### src/rtl/txdesc_pkg.sv
package txdesc_pkg;

    typedef enum logic [2:0] {
        TD_IDLE,
        TD_FETCH,
        TD_RELINK,
        TD_ADVANCE,
        TD_SPACE,
        TD_FRAG,
        TD_WBACK
    } td_state_e;

    // command/status bit positions
    localparam int CS_OWN   = 31;
    localparam int CS_MORE  = 30;
    localparam int CS_OK    = 27;
    localparam int CS_ABORT = 26;
    localparam int SIZE_W   = 12;

    // descriptor layout in bytes
    localparam int DESC_BYTES = 12;
    localparam int WORD_BYTES = 4;
    localparam int CS_OFFSET  = 4;

endpackage

### src/rtl/txd_space_check.sv
module txd_space_check #(
    parameter int LW = 12,
    parameter int FW = 13
) (
    input  logic [LW-1:0] need,
    input  logic [FW-1:0] free,
    output logic          fits
);
    localparam int CW = (LW > FW) ? LW : FW;

    logic [CW-1:0] need_x;
    logic [CW-1:0] free_x;

    assign need_x = CW'(need);
    assign free_x = CW'(free);
    assign fits   = (free_x >= need_x);

endmodule

### src/rtl/txd_status_fmt.sv
module txd_status_fmt
    import txdesc_pkg::*;
(
    input  logic [31:0] cmdsts,
    output logic [31:0] status,
    output logic        last
);
    always_comb begin
        last             = !cmdsts[CS_MORE];
        status           = cmdsts;
        status[CS_OWN]   = 1'b0;
        status[CS_ABORT] = 1'b0;
        status[CS_OK]    = last;
    end

endmodule

### src/rtl/txdesc_dma.sv
module txdesc_dma
    import txdesc_pkg::*;
#(
    parameter int AW = 32,
    parameter int LW = 12,
    parameter int FW = 13
) (
    input  logic          clk,
    input  logic          rst_n,
    input  logic          tx_enable,
    input  logic          tx_reset,
    input  logic          ptr_wr,
    input  logic [AW-1:0] ptr_wdata,
    output logic [AW-1:0] desc_ptr,
    input  logic [FW-1:0] fifo_free,
    output logic          xfer_start,
    output logic [AW-1:0] xfer_addr,
    output logic [LW-1:0] xfer_len,
    output logic          xfer_write,
    output logic          xfer_to_fifo,
    output logic [31:0]   xfer_wdata,
    input  logic          rsp_valid,
    input  logic [31:0]   rsp_data,
    input  logic          xfer_done,
    output logic          irq_txidle,
    output logic          irq_txok
);
    localparam logic [AW-1:0] CS_OFS   = AW'(CS_OFFSET);
    localparam logic [LW-1:0] LEN_DESC = LW'(DESC_BYTES);
    localparam logic [LW-1:0] LEN_WORD = LW'(WORD_BYTES);

    typedef struct packed {
        td_state_e     state;
        logic [AW-1:0] ptr;
        logic [AW-1:0] link;
        logic [AW-1:0] bufp;
        logic [31:0]   cmd;
        logic          cur_done;
        logic [1:0]    widx;
        logic          start;
        logic [AW-1:0] addr;
        logic [LW-1:0] len;
        logic          wr;
        logic          tofifo;
        logic [31:0]   wdata;
        logic          irq_idle;
        logic          irq_ok;
    } regs_t;

    regs_t q;
    regs_t d;

    logic          halt;
    logic          room_ok;
    logic [31:0]   wb_status;
    logic          wb_last;
    logic [LW-1:0] frag_len;

    assign halt     = !tx_enable || tx_reset;
    assign frag_len = LW'(q.cmd[SIZE_W-1:0]);

    txd_space_check #(.LW(LW), .FW(FW)) u_space (
        .need (frag_len),
        .free (fifo_free),
        .fits (room_ok)
    );

    txd_status_fmt u_fmt (
        .cmdsts (q.cmd),
        .status (wb_status),
        .last   (wb_last)
    );

    always_comb begin
        d          = q;
        d.start    = 1'b0;
        d.irq_idle = 1'b0;
        d.irq_ok   = 1'b0;
        unique case (q.state)
            TD_IDLE: begin
                if (ptr_wr) begin
                    d.ptr      = ptr_wdata;
                    d.cur_done = 1'b0;
                end else if (!halt) begin
                    d.start  = 1'b1;
                    d.addr   = q.ptr;
                    d.wr     = 1'b0;
                    d.tofifo = 1'b0;
                    d.widx   = '0;
                    if (q.cur_done) begin
                        d.len   = LEN_WORD;
                        d.state = TD_RELINK;
                    end else begin
                        d.len   = LEN_DESC;
                        d.state = TD_FETCH;
                    end
                end
            end
            TD_FETCH: begin
                if (rsp_valid) begin
                    case (q.widx)
                        2'd0:    d.link = AW'(rsp_data);
                        2'd1:    d.cmd  = rsp_data;
                        default: d.bufp = AW'(rsp_data);
                    endcase
                    d.widx = q.widx + 2'd1;
                end
                if (xfer_done) begin
                    if (halt) begin
                        d.state = TD_IDLE;
                    end else if (d.cmd[CS_OWN]) begin
                        d.state = TD_SPACE;
                    end else begin
                        d.state    = TD_IDLE;
                        d.irq_idle = 1'b1;
                    end
                end
            end
            TD_RELINK: begin
                if (rsp_valid) begin
                    d.link = AW'(rsp_data);
                end
                if (xfer_done) begin
                    d.state = halt ? TD_IDLE : TD_ADVANCE;
                end
            end
            TD_ADVANCE: begin
                if (q.link != '0) begin
                    d.ptr      = q.link;
                    d.cur_done = 1'b0;
                end else begin
                    d.cur_done = 1'b1;
                end
                d.state = TD_IDLE;
            end
            TD_SPACE: begin
                if (halt) begin
                    d.state = TD_IDLE;
                end else if (room_ok) begin
                    d.start  = 1'b1;
                    d.addr   = q.bufp;
                    d.len    = frag_len;
                    d.wr     = 1'b0;
                    d.tofifo = 1'b1;
                    d.state  = TD_FRAG;
                end
            end
            TD_FRAG: begin
                if (xfer_done) begin
                    if (halt) begin
                        d.state = TD_IDLE;
                    end else begin
                        d.start  = 1'b1;
                        d.addr   = q.ptr + CS_OFS;
                        d.len    = LEN_WORD;
                        d.wr     = 1'b1;
                        d.tofifo = 1'b0;
                        d.wdata  = wb_status;
                        d.state  = TD_WBACK;
                    end
                end
            end
            TD_WBACK: begin
                if (xfer_done) begin
                    d.cur_done = 1'b1;
                    d.irq_ok   = wb_last;
                    d.state    = halt ? TD_IDLE : TD_ADVANCE;
                end
            end
            default: d.state = TD_IDLE;
        endcase
    end

    always_ff @(posedge clk) begin
        if (!rst_n) begin
            q       <= '0;
            q.state <= TD_IDLE;
        end else begin
            q <= d;
        end
    end

    assign desc_ptr     = q.ptr;
    assign xfer_start   = q.start;
    assign xfer_addr    = q.addr;
    assign xfer_len     = q.len;
    assign xfer_write   = q.wr;
    assign xfer_to_fifo = q.tofifo;
    assign xfer_wdata   = q.wdata;
    assign irq_txidle   = q.irq_idle;
    assign irq_txok     = q.irq_ok;

    // a burst request lasts exactly one cycle
    assert_start_pulse_R2: assert property (@(posedge clk) disable iff (!rst_n)
        xfer_start |=> !xfer_start);

    // host reads not aimed at the FIFO are descriptor or link fetches
    assert_fetch_len_R2: assert property (@(posedge clk) disable iff (!rst_n)
        (xfer_start && !xfer_write && !xfer_to_fifo) |-> (xfer_len == LEN_DESC || xfer_len == LEN_WORD));

    // a fragment is only requested when the FIFO had room for it
    assert_frag_fits_R4: assert property (@(posedge clk) disable iff (!rst_n)
        (xfer_start && xfer_to_fifo) |-> (32'($past(fifo_free)) >= 32'(xfer_len)));

    // write-back releases ownership and targets the status word
    assert_wb_owner_R5: assert property (@(posedge clk) disable iff (!rst_n)
        (xfer_start && xfer_write) |-> (!xfer_wdata[CS_OWN] && xfer_addr == desc_ptr + CS_OFS));

    // the two completion pulses never coincide
    assert_irq_excl_R6: assert property (@(posedge clk) disable iff (!rst_n)
        !(irq_txok && irq_txidle));

    // pointer holds while a descriptor is in flight
    assert_ptr_hold_R10: assert property (@(posedge clk) disable iff (!rst_n)
        (q.state inside {TD_FETCH, TD_RELINK, TD_SPACE, TD_FRAG, TD_WBACK}) |=> $stable(desc_ptr));

endmodule

### config.mk
export PLATFORM = sky130hd
export DESIGN_NAME = txdesc_dma
export DESIGN_NICKNAME = d
export VERILOG_FILES = /design/src/rtl/txdesc_pkg.sv /design/src/rtl/txd_space_check.sv /design/src/rtl/txd_status_fmt.sv /design/src/rtl/txdesc_dma.sv
export SDC_FILE = /design/constraint.sdc
export NUM_CORES = 1
export LEC_CHECK = 0
export BUFFER_PORTS_ARGS = -buffer_cell sky130_fd_sc_hd__buf_2
export CAP_MARGIN = 20
export CORE_MARGIN = 10
export CORE_UTILIZATION = 60
export CTS_CLUSTER_SIZE = 16
export DETAILED_ROUTE_END_ITERATION = 12
export GPL_TIMING_DRIVEN = 0
export MAX_ROUTING_LAYER = met4
export PLACE_DENSITY = 0.86
export SKIP_LAST_GASP = 1
export SYNTH_ARGS = -nofsm -noshare
export SYNTH_HDL_FRONTEND = slang
export SYNTH_SLANG_ARGS = --single-unit
### constraint.sdc
create_clock -name clk -period 5.3 [get_ports clk]
set_input_delay 0.795 -clock clk [delete_from_list [all_inputs] [get_ports clk]]
set_output_delay 0.795 -clock clk [all_outputs]
set_load 0.05 [all_outputs]
==> summary.md, run 1 <==
| Metric | Value |
|---|---|
| Detailed Place HPWL | `27600 um` |
| Die area | `22500 um^2` |
| FF/Latch Area | `4220 um^2` |
| N_diodes | `0` |
| Largest net degree at the start of global routing | `15` |
| Slew Limit Headroom | `34.0%` |
| Number of global-route vias before repair | `9686` |
| Clock Root Buffer | `clkbuf_16` |
| Setup TNS | `0 ns` |
| Total wire length | `36000 um` |
| PwrDens | `341 nW/um^2` |
| Synthesized area | `10200 um^2` |
| Longest Clk Path Bufs | `3` |
| Worst r2r src | `frag_len[11]` |
| Asr flop ratio synth | `0%` |
| Worst Setup Start Kind | `flip-flop` |
| Netlist cell types | `58` |
| Mux cell area share after synthesis | `3.45%` |
| Hold buffers post-CTS | `0` |
| Port buffer count | `192` |
| Vias per Instance | `5.97` |
| Outcome | `finished clean` |
| Chip width | `150 um` |
| Crit path max fanout | `10` |
| Main synth FF type | `dfxtp_1` |
| Reg2reg path depth | `9` |
| DRT Pass-1 Iters | `6` |
| Clock transition at path regs | `0.07 ns` |
| Total CTS buffers | `22` |
| CTS tree | `built` |
| Leakage | `5.16 nW` |
| Crit path arrival time | `3.81 ns` |
| Wirelength per Cell | `20.8 um` |
| Max Slew Vio Count | `0` |
| Area share of fa/ha/maj cells after synthesis | `1.85%` |
| Share of layout cells above drive strength 1 | `25.0%` |
| Clock sink count | `211` |
| Htree depth | `1` |
| Avg Inst Size Synth | `7.93 um^2` |
| Initial drt markers | `1277` |
| Cell Rows | `47` |
| Sequential element share of the synthesized area | `41.6%` |
| Simple-gate share of the synthesized area | `20.4%` |
| Io pins | `197` |
| CP Class | `reg2reg` |
| Measured slew at the worst slew-check pin | `0.987 ns` |
| Synth Instances | `1281` |
| Initial antenna violation count | `0` |
| Worst skew pair latency | `0.53 ns` |
| Fin crit period | `3.45 ns` |
| Hold depth | `2` |
| R2R setup slack | `1.85 ns` |
| Largest family of logic cells by synthesized area | `simple AND/OR/NAND/NOR gates` |
| DRC violations left | `0` |
| Crit Reg-Reg Endpoint | `xfer_addr[11]` |
| First-pass GRT wire length | `54300 um` |
| Yosys reg bits | `211` |
| Starting Density | `61.3%` |
| Synthesis Warnings | `0` |
| Final Hold Vio Count | `0` |
| Final nets | `1597` |
| FMAX | `0.290 GHz` |
| Die H | `150 um` |
| CTS resizes | `0` |
| Grt total ovfl | `0` |
| Crit share post-route | `65.1%` |
| Final setup vio count | `0` |
| Post-CTS Setup Bufs | `0` |
| Critical Path Sink Type | `flip-flop` |
| Xor and xnor area share after synthesis | `0.259%` |
| Fillers | `1312` |
| Worst clock skew | `0.0246 ns` |
| Total GRT Usage | `31.5%` |
| Hold Path End | `xfer_wdata[23]` |
| Final ANT Viol Nets | `0` |
| Unrepaired setup endpoints after global routing | `false` |
| Area occupied by multi-input gates | `4650 um^2` |
| Core outline area | `16600 um^2` |
| DR vias | `10300` |
| Hold path start | `q[107]` |
| Compound-Gate Fraction of Synth Area | `19.8%` |
| Maxcap violations | `0` |
| Synth-to-Final Area Change | `19.5%` |
| Post-synth EDFFs | `0` |
| Req. time, crit path | `5.66 ns` |
| Global placement routability congestion | `1.04` |
| Max VDD drop | `258 uV` |
| HP Class | `reg2reg` |
| Power after layout | `4.13 mW` |
[cells in the final DEF (no fill, tap or decap), types with 16 or more instances in the layout]
| cell | count |
|---|---|
| a21oi_1 | 157 |
| nand4_1 | 16 |
| nor2_1 | 84 |
| inv_1 | 18 |
| a211oi_1 | 36 |
| nor3_1 | 20 |
| mux2i_1 | 35 |
| dfxtp_1 | 211 |
| buf_2 | 224 |
| clkbuf_1 | 61 |
| nand2_1 | 270 |
| clkbuf_16 | 22 |
| o21ai_0 | 22 |
| buf_4 | 108 |
| a31oi_1 | 18 |
| nand3_1 | 37 |
[synth_stat cells, drive strengths merged, types with 4 or more instances]
library cell / number / share of area (%)
a211oi: 36 / 2.7
a21boi: 4 / 0.33
a21oi: 157 / 7.7
a221oi: 20 / 2.0
a22oi: 6 / 0.44
a31oi: 18 / 1.1
a32oi: 15 / 1.3
and2: 4 / 0.25
and3: 9 / 0.55
buf: 148 / 9.9
clkbuf: 55 / 2.0
dfxtp: 211 / 42
ha: 15 / 1.8
inv: 18 / 0.66
mux2i: 35 / 3.4
nand2: 272 / 10
nand2b: 6 / 0.37
nand3: 37 / 1.8
nand4: 16 / 0.99
nor2: 84 / 3.1
nor2b: 5 / 0.31
nor3: 21 / 1.1
nor4: 15 / 0.92
o21a: 9 / 0.66
o21ai: 23 / 1.2
o31a: 4 / 0.34
o31ai: 4 / 0.30
[cells by family (layout without fill, tap and decap cells)]
logic type / Yosys count / after routing
XOR/XNOR: 3 / 3
multiplexers: 35 / 35
flip-flops: 211 / 211
AO/OA/AOI/OAI: 314 / 314
AND/OR/NAND/NOR: 480 / 480
adder cells (fa/ha/maj): 15 / 15
other: 1 / 2
buffers and inverters: 222 / 454
[area by class of cell]
type                    count  area share (%)
multi-input cells         849            38.3
flip-flops and latches    211            34.8
plain buffers             203            10.0
repair buffers            192            7.92
clock inverters             5           0.639
inverters                  19           0.588
clock buffers              35            5.43
well taps                 220            2.27
[through the flow]
step                hold slack, ns  worst slack [ns]  utilization, %  instance area [um^2]  std cells
floorplan                    0.432              2.65               -                 10200       1282
global placement             0.444              1.70            68.7                 11400       1694
detailed placement           0.448              1.67            68.7                 11400       1694
CTS                          0.457              2.01            73.2                 12100       1734
global route                 0.473              1.76            73.2                 12100       1734
finish                       0.455              1.85            73.2                 12100       1734
[flip-flops by register name, summed over array words and instances, names as in the netlist]
register / count
q: 88
desc_ptr: 32
xfer_addr: 32
xfer_wdata: 30
frag_len: 12
xfer_len: 12
irq_txidle: 1
irq_txok: 1
xfer_start: 1
xfer_to_fifo: 1
xfer_write: 1
[where the power goes]
part           total (mW)  internal [mW]  switching, mW
clock                1.58          0.909          0.670
sequential           1.78           1.67          0.111
combinational       0.778          0.255          0.522
total                4.13           2.83           1.30
[layer usage]
layer  routed length [um]  track usage [%]  part of all wire (%)
met1                14300             39.5                    40
met2                16800             50.4                    47
met3                 3690             5.61                    10
met4                 1270             10.8                   3.5
met5                    0                -                     0
[critical path, cell delays in order, from the launching register on]
cell,delay (ns)
dfxtp_1,0.49
inv_1,0.09
ha_1,0.30
and4b_1,0.25
and2_1,0.19
a221oi_1,0.73
a21boi_2,0.30
buf_2,0.31
a221oi_1,0.48
a21oi_1,0.12
[worst max path at each step]
stage                  startpoint            end  slack [ns]  cells past startpoint
global route         frag_len[11]  xfer_addr[11]        1.76                      9
floorplan           fifo_free[10]  xfer_addr[13]        2.65                      8
CTS                  frag_len[11]  xfer_addr[11]        2.01                      9
finish               frag_len[11]  xfer_addr[11]        1.85                      9
detailed placement  fifo_free[10]  xfer_addr[11]        1.67                      9
global placement    fifo_free[10]  xfer_addr[11]        1.70                      9
(Power assumes the default switching activity.)
==> inputs of run 2 (changes only) <==
- CORE_UTILIZATION: 60 -> 56
- PLACE_DENSITY: 0.86 -> 0.81
- clock period: 5.3 -> 3.6 ns (I/O delays scaled with it)
==> summary.md, run 2 (same netlist as run 1, synthesis figures left out) <==
| Metric | Value |
|---|---|
| Port buffer count | `192 (unchanged)` |
| HP Class | `in2reg (was reg2reg)` |
| Hold depth | `3 (was 2)` |
| Starting Density | `56.8% (was 61.3%)` |
| Io pins | `197 (unchanged)` |
| Largest net degree at the start of global routing | `14 (was 15)` |
| Slowest-stage cell, CP | `a221oi_1 (unchanged)` |
| Fillers | `1538 (was 1312)` |
| FMAX | `0.303 GHz (was 0.290 GHz)` |
| CP top delay family | `compound AO/OA/AOI/OAI gates (unchanged)` |
| Setup TNS | `0 ns (unchanged)` |
| PwrDens | `504 nW/um^2 (was 341 nW/um^2)` |
| Crit path arrival time | `3.67 ns (was 3.81 ns)` |
| First-pass GRT wire length | `54700 um (was 54300 um)` |
| Total GRT Usage | `29.1% (was 31.5%)` |
| Detailed Place HPWL | `27600 um (about the same)` |
| Synth-to-Final Area Change | `19.7% (was 19.5%)` |
| Fin crit period | `3.30 ns (was 3.45 ns)` |
| Most common cell after layout, fill and taps aside | `nand2_1 (unchanged)` |
| Post-CTS Setup Bufs | `0 (unchanged)` |
| Worst Setup Start Kind | `flip-flop (unchanged)` |
| Chip width | `155 um (was 150 um)` |
| Final ANT Viol Nets | `0 (unchanged)` |
| Final Hold Vio Count | `0 (unchanged)` |
| Crit Reg-Reg Endpoint | `xfer_addr[16] (was xfer_addr[11])` |
| Grt total ovfl | `0 (unchanged)` |
| Slowest cell delay on critical path | `0.62 ns (was 0.73 ns)` |
| Die H | `155 um (was 150 um)` |
| Max VDD drop | `477 uV (was 258 uV)` |
| Hold path start | `rsp_data[26] (was q[107])` |
| Largest register by flop count | `q (unchanged)` |
| Final setup vio count | `0 (unchanged)` |
| Max Slew Vio Count | `0 (unchanged)` |
| Maxcap violations | `0 (unchanged)` |
| Worst setup margin | `0.301 ns (was 1.85 ns)` |
| DRT Pass-1 Iters | `5 (was 6)` |
| Core outline area | `17900 um^2 (was 16600 um^2)` |
| Outcome | `finished clean (unchanged)` |
| Wirelength per Cell | `20.4 um (was 20.8 um)` |
| DRC violations left | `0 (unchanged)` |
| Htree depth | `1 (unchanged)` |
| CTS tree | `built (unchanged)` |
| CTS resizes | `0 (unchanged)` |
| Hold Path End | `q[174] (was xfer_wdata[23])` |
| Critical path, cell by cell | `inv_1 > ha_1 > and4b_1 > and2_1 > a221oi_1 > a21boi_2 > buf_2 > a222oi_1 > a21oi_1 (was inv_1 > ha_1 > and4b_1 > and2_1 > a221oi_1 > a21boi_2 > buf_2 > a221oi_1 > a21oi_1)` |
| Final nets | `1598 (was 1597)` |
| Initial drt markers | `1181 (was 1277)` |
| Worst r2r src | `frag_len[11] (unchanged)` |
| Measured slew at the worst slew-check pin | `1.07 ns (was 0.987 ns)` |
| Reg2reg path depth | `9 (unchanged)` |
| Crit path max fanout | `10 (unchanged)` |
| Longest Clk Path Bufs | `3 (unchanged)` |
| Critical Path Sink Type | `flip-flop (unchanged)` |
| Req. time, crit path | `3.97 ns (was 5.66 ns)` |
| Number of global-route vias before repair | `9727 (was 9686)` |
| FF/Latch Area | `4220 um^2 (unchanged)` |
| Cell Rows | `49 (was 47)` |
| CP Buf/Inv Count | `2 (unchanged)` |
| Global placement routability congestion | `1.01 (was 1.04)` |
| R2R setup slack | `0.30 ns (was 1.85 ns)` |
| Share of layout cells above drive strength 1 | `25.2% (was 25.0%)` |
| Area occupied by multi-input gates | `4650 um^2 (unchanged)` |
| Clock sink count | `211 (unchanged)` |
| Dpl ws | `0.281 ns (was 1.67 ns)` |
| Total wire length | `35600 um (was 36000 um)` |
| Unrepaired setup endpoints after global routing | `false (unchanged)` |
| DR vias | `10200 (was 10300)` |
| CP Class | `reg2reg (unchanged)` |
| Number of flip-flops in the largest register | `88 (unchanged)` |
| Leakage | `5.18 nW (was 5.16 nW)` |
| Power after layout | `6.13 mW (was 4.13 mW)` |
| Hold buffers post-CTS | `0 (unchanged)` |
| Total CTS buffers | `23 (was 22)` |
| Worst clock skew | `0.0150 ns (was 0.0246 ns)` |
| Most frequent cells in the layout | `270 x nand2_1, 224 x buf_2, 211 x dfxtp_1, 157 x a21oi_1, 108 x buf_4 (unchanged)` |
| Initial antenna violation count | `0 (unchanged)` |
| Die area | `23900 um^2 (was 22500 um^2)` |
| Worst skew pair latency | `0.54 ns (was 0.53 ns)` |
| Clock Root Buffer | `clkbuf_16 (unchanged)` |
| Crit share post-route | `91.6% (was 65.1%)` |
| Clock transition at path regs | `0.06 ns (was 0.07 ns)` |
| Slew Limit Headroom | `27.7% (was 34.0%)` |
| Vias per Instance | `5.85 (was 5.97)` |
run 2: cell types whose count changed in the layout (fill, tap and decap cells not counted):
cell	previous run	this run
clkinv_2	2	5
clkbuf_1	61	60
clkbuf_16	22	23
clkbuf_8	6	5
clkinv_16	1	0
clkinv_4	0	1
clkinvlp_4	1	0
diode_2	0	1
inv_16	0	1
run 2: worst max path at each step:
stage                        startpoint       endpoint  cells after the start
after floorplan           fifo_free[10]  xfer_addr[13]                      8
after global placement    fifo_free[11]  xfer_addr[11]                      9
after detailed placement  fifo_free[11]  xfer_addr[16]                      9
after CTS                  frag_len[11]  xfer_addr[16]                      9
after global routing       frag_len[11]  xfer_addr[16]                      9
final                      frag_len[11]  xfer_addr[16]                      9
run 2: worst register-to-register path, cell delays in order (launching register included):
cell	delay, ns
dfxtp_1	0.47
inv_1	0.08
ha_1	0.29
and4b_1	0.25
and2_1	0.20
a221oi_1	0.62
a21boi_2	0.30
buf_2	0.30
a222oi_1	0.51
a21oi_1	0.12
run 2: layer usage:
layer	up-vias	global-route usage [%]	wire, um
met2	528	44.8	16100
met3	100	5.02	3340
met4	0	13.2	1700
met1	4790	36.6	14400
li1	4791	-	-
met5	-	-	0
run 2: area by class of cell:
| type | instances | area share (%) |
|---|---|---|
| Multi-Input combinational cell | 849 | 38.2 |
| Sequential cell | 211 | 34.7 |
| Buffer | 203 | 10.0 |
| Timing Repair Buffer | 192 | 7.90 |
| Clock buffer | 34 | 5.48 |
| Tap cell | 229 | 2.36 |
| Clock inverter | 8 | 0.689 |
| Inverter | 19 | 0.586 |
| Antenna cell | 1 | 0.0206 |
run 2: power breakdown:
| group | switching, mW | internal (mW) |
|---|---|---|
| Combinational | 0.763 | 0.375 |
| Clock | 1.01 | 1.36 |
| Sequential | 0.164 | 2.46 |
run 2: stage by stage:
stage,hold slack (ns),instances,util (%),cell area (um^2)
2_1_floorplan,0.432,1282,-,10200
3_3_place_gp,0.443,1703,63.7,11400
3_5_place_dp,0.450,1703,63.7,11400
4_1_cts,0.255,1745,67.9,12200
5_1_grt,0.268,1745,67.9,12200
6_report,0.256,1746,67.9,12200
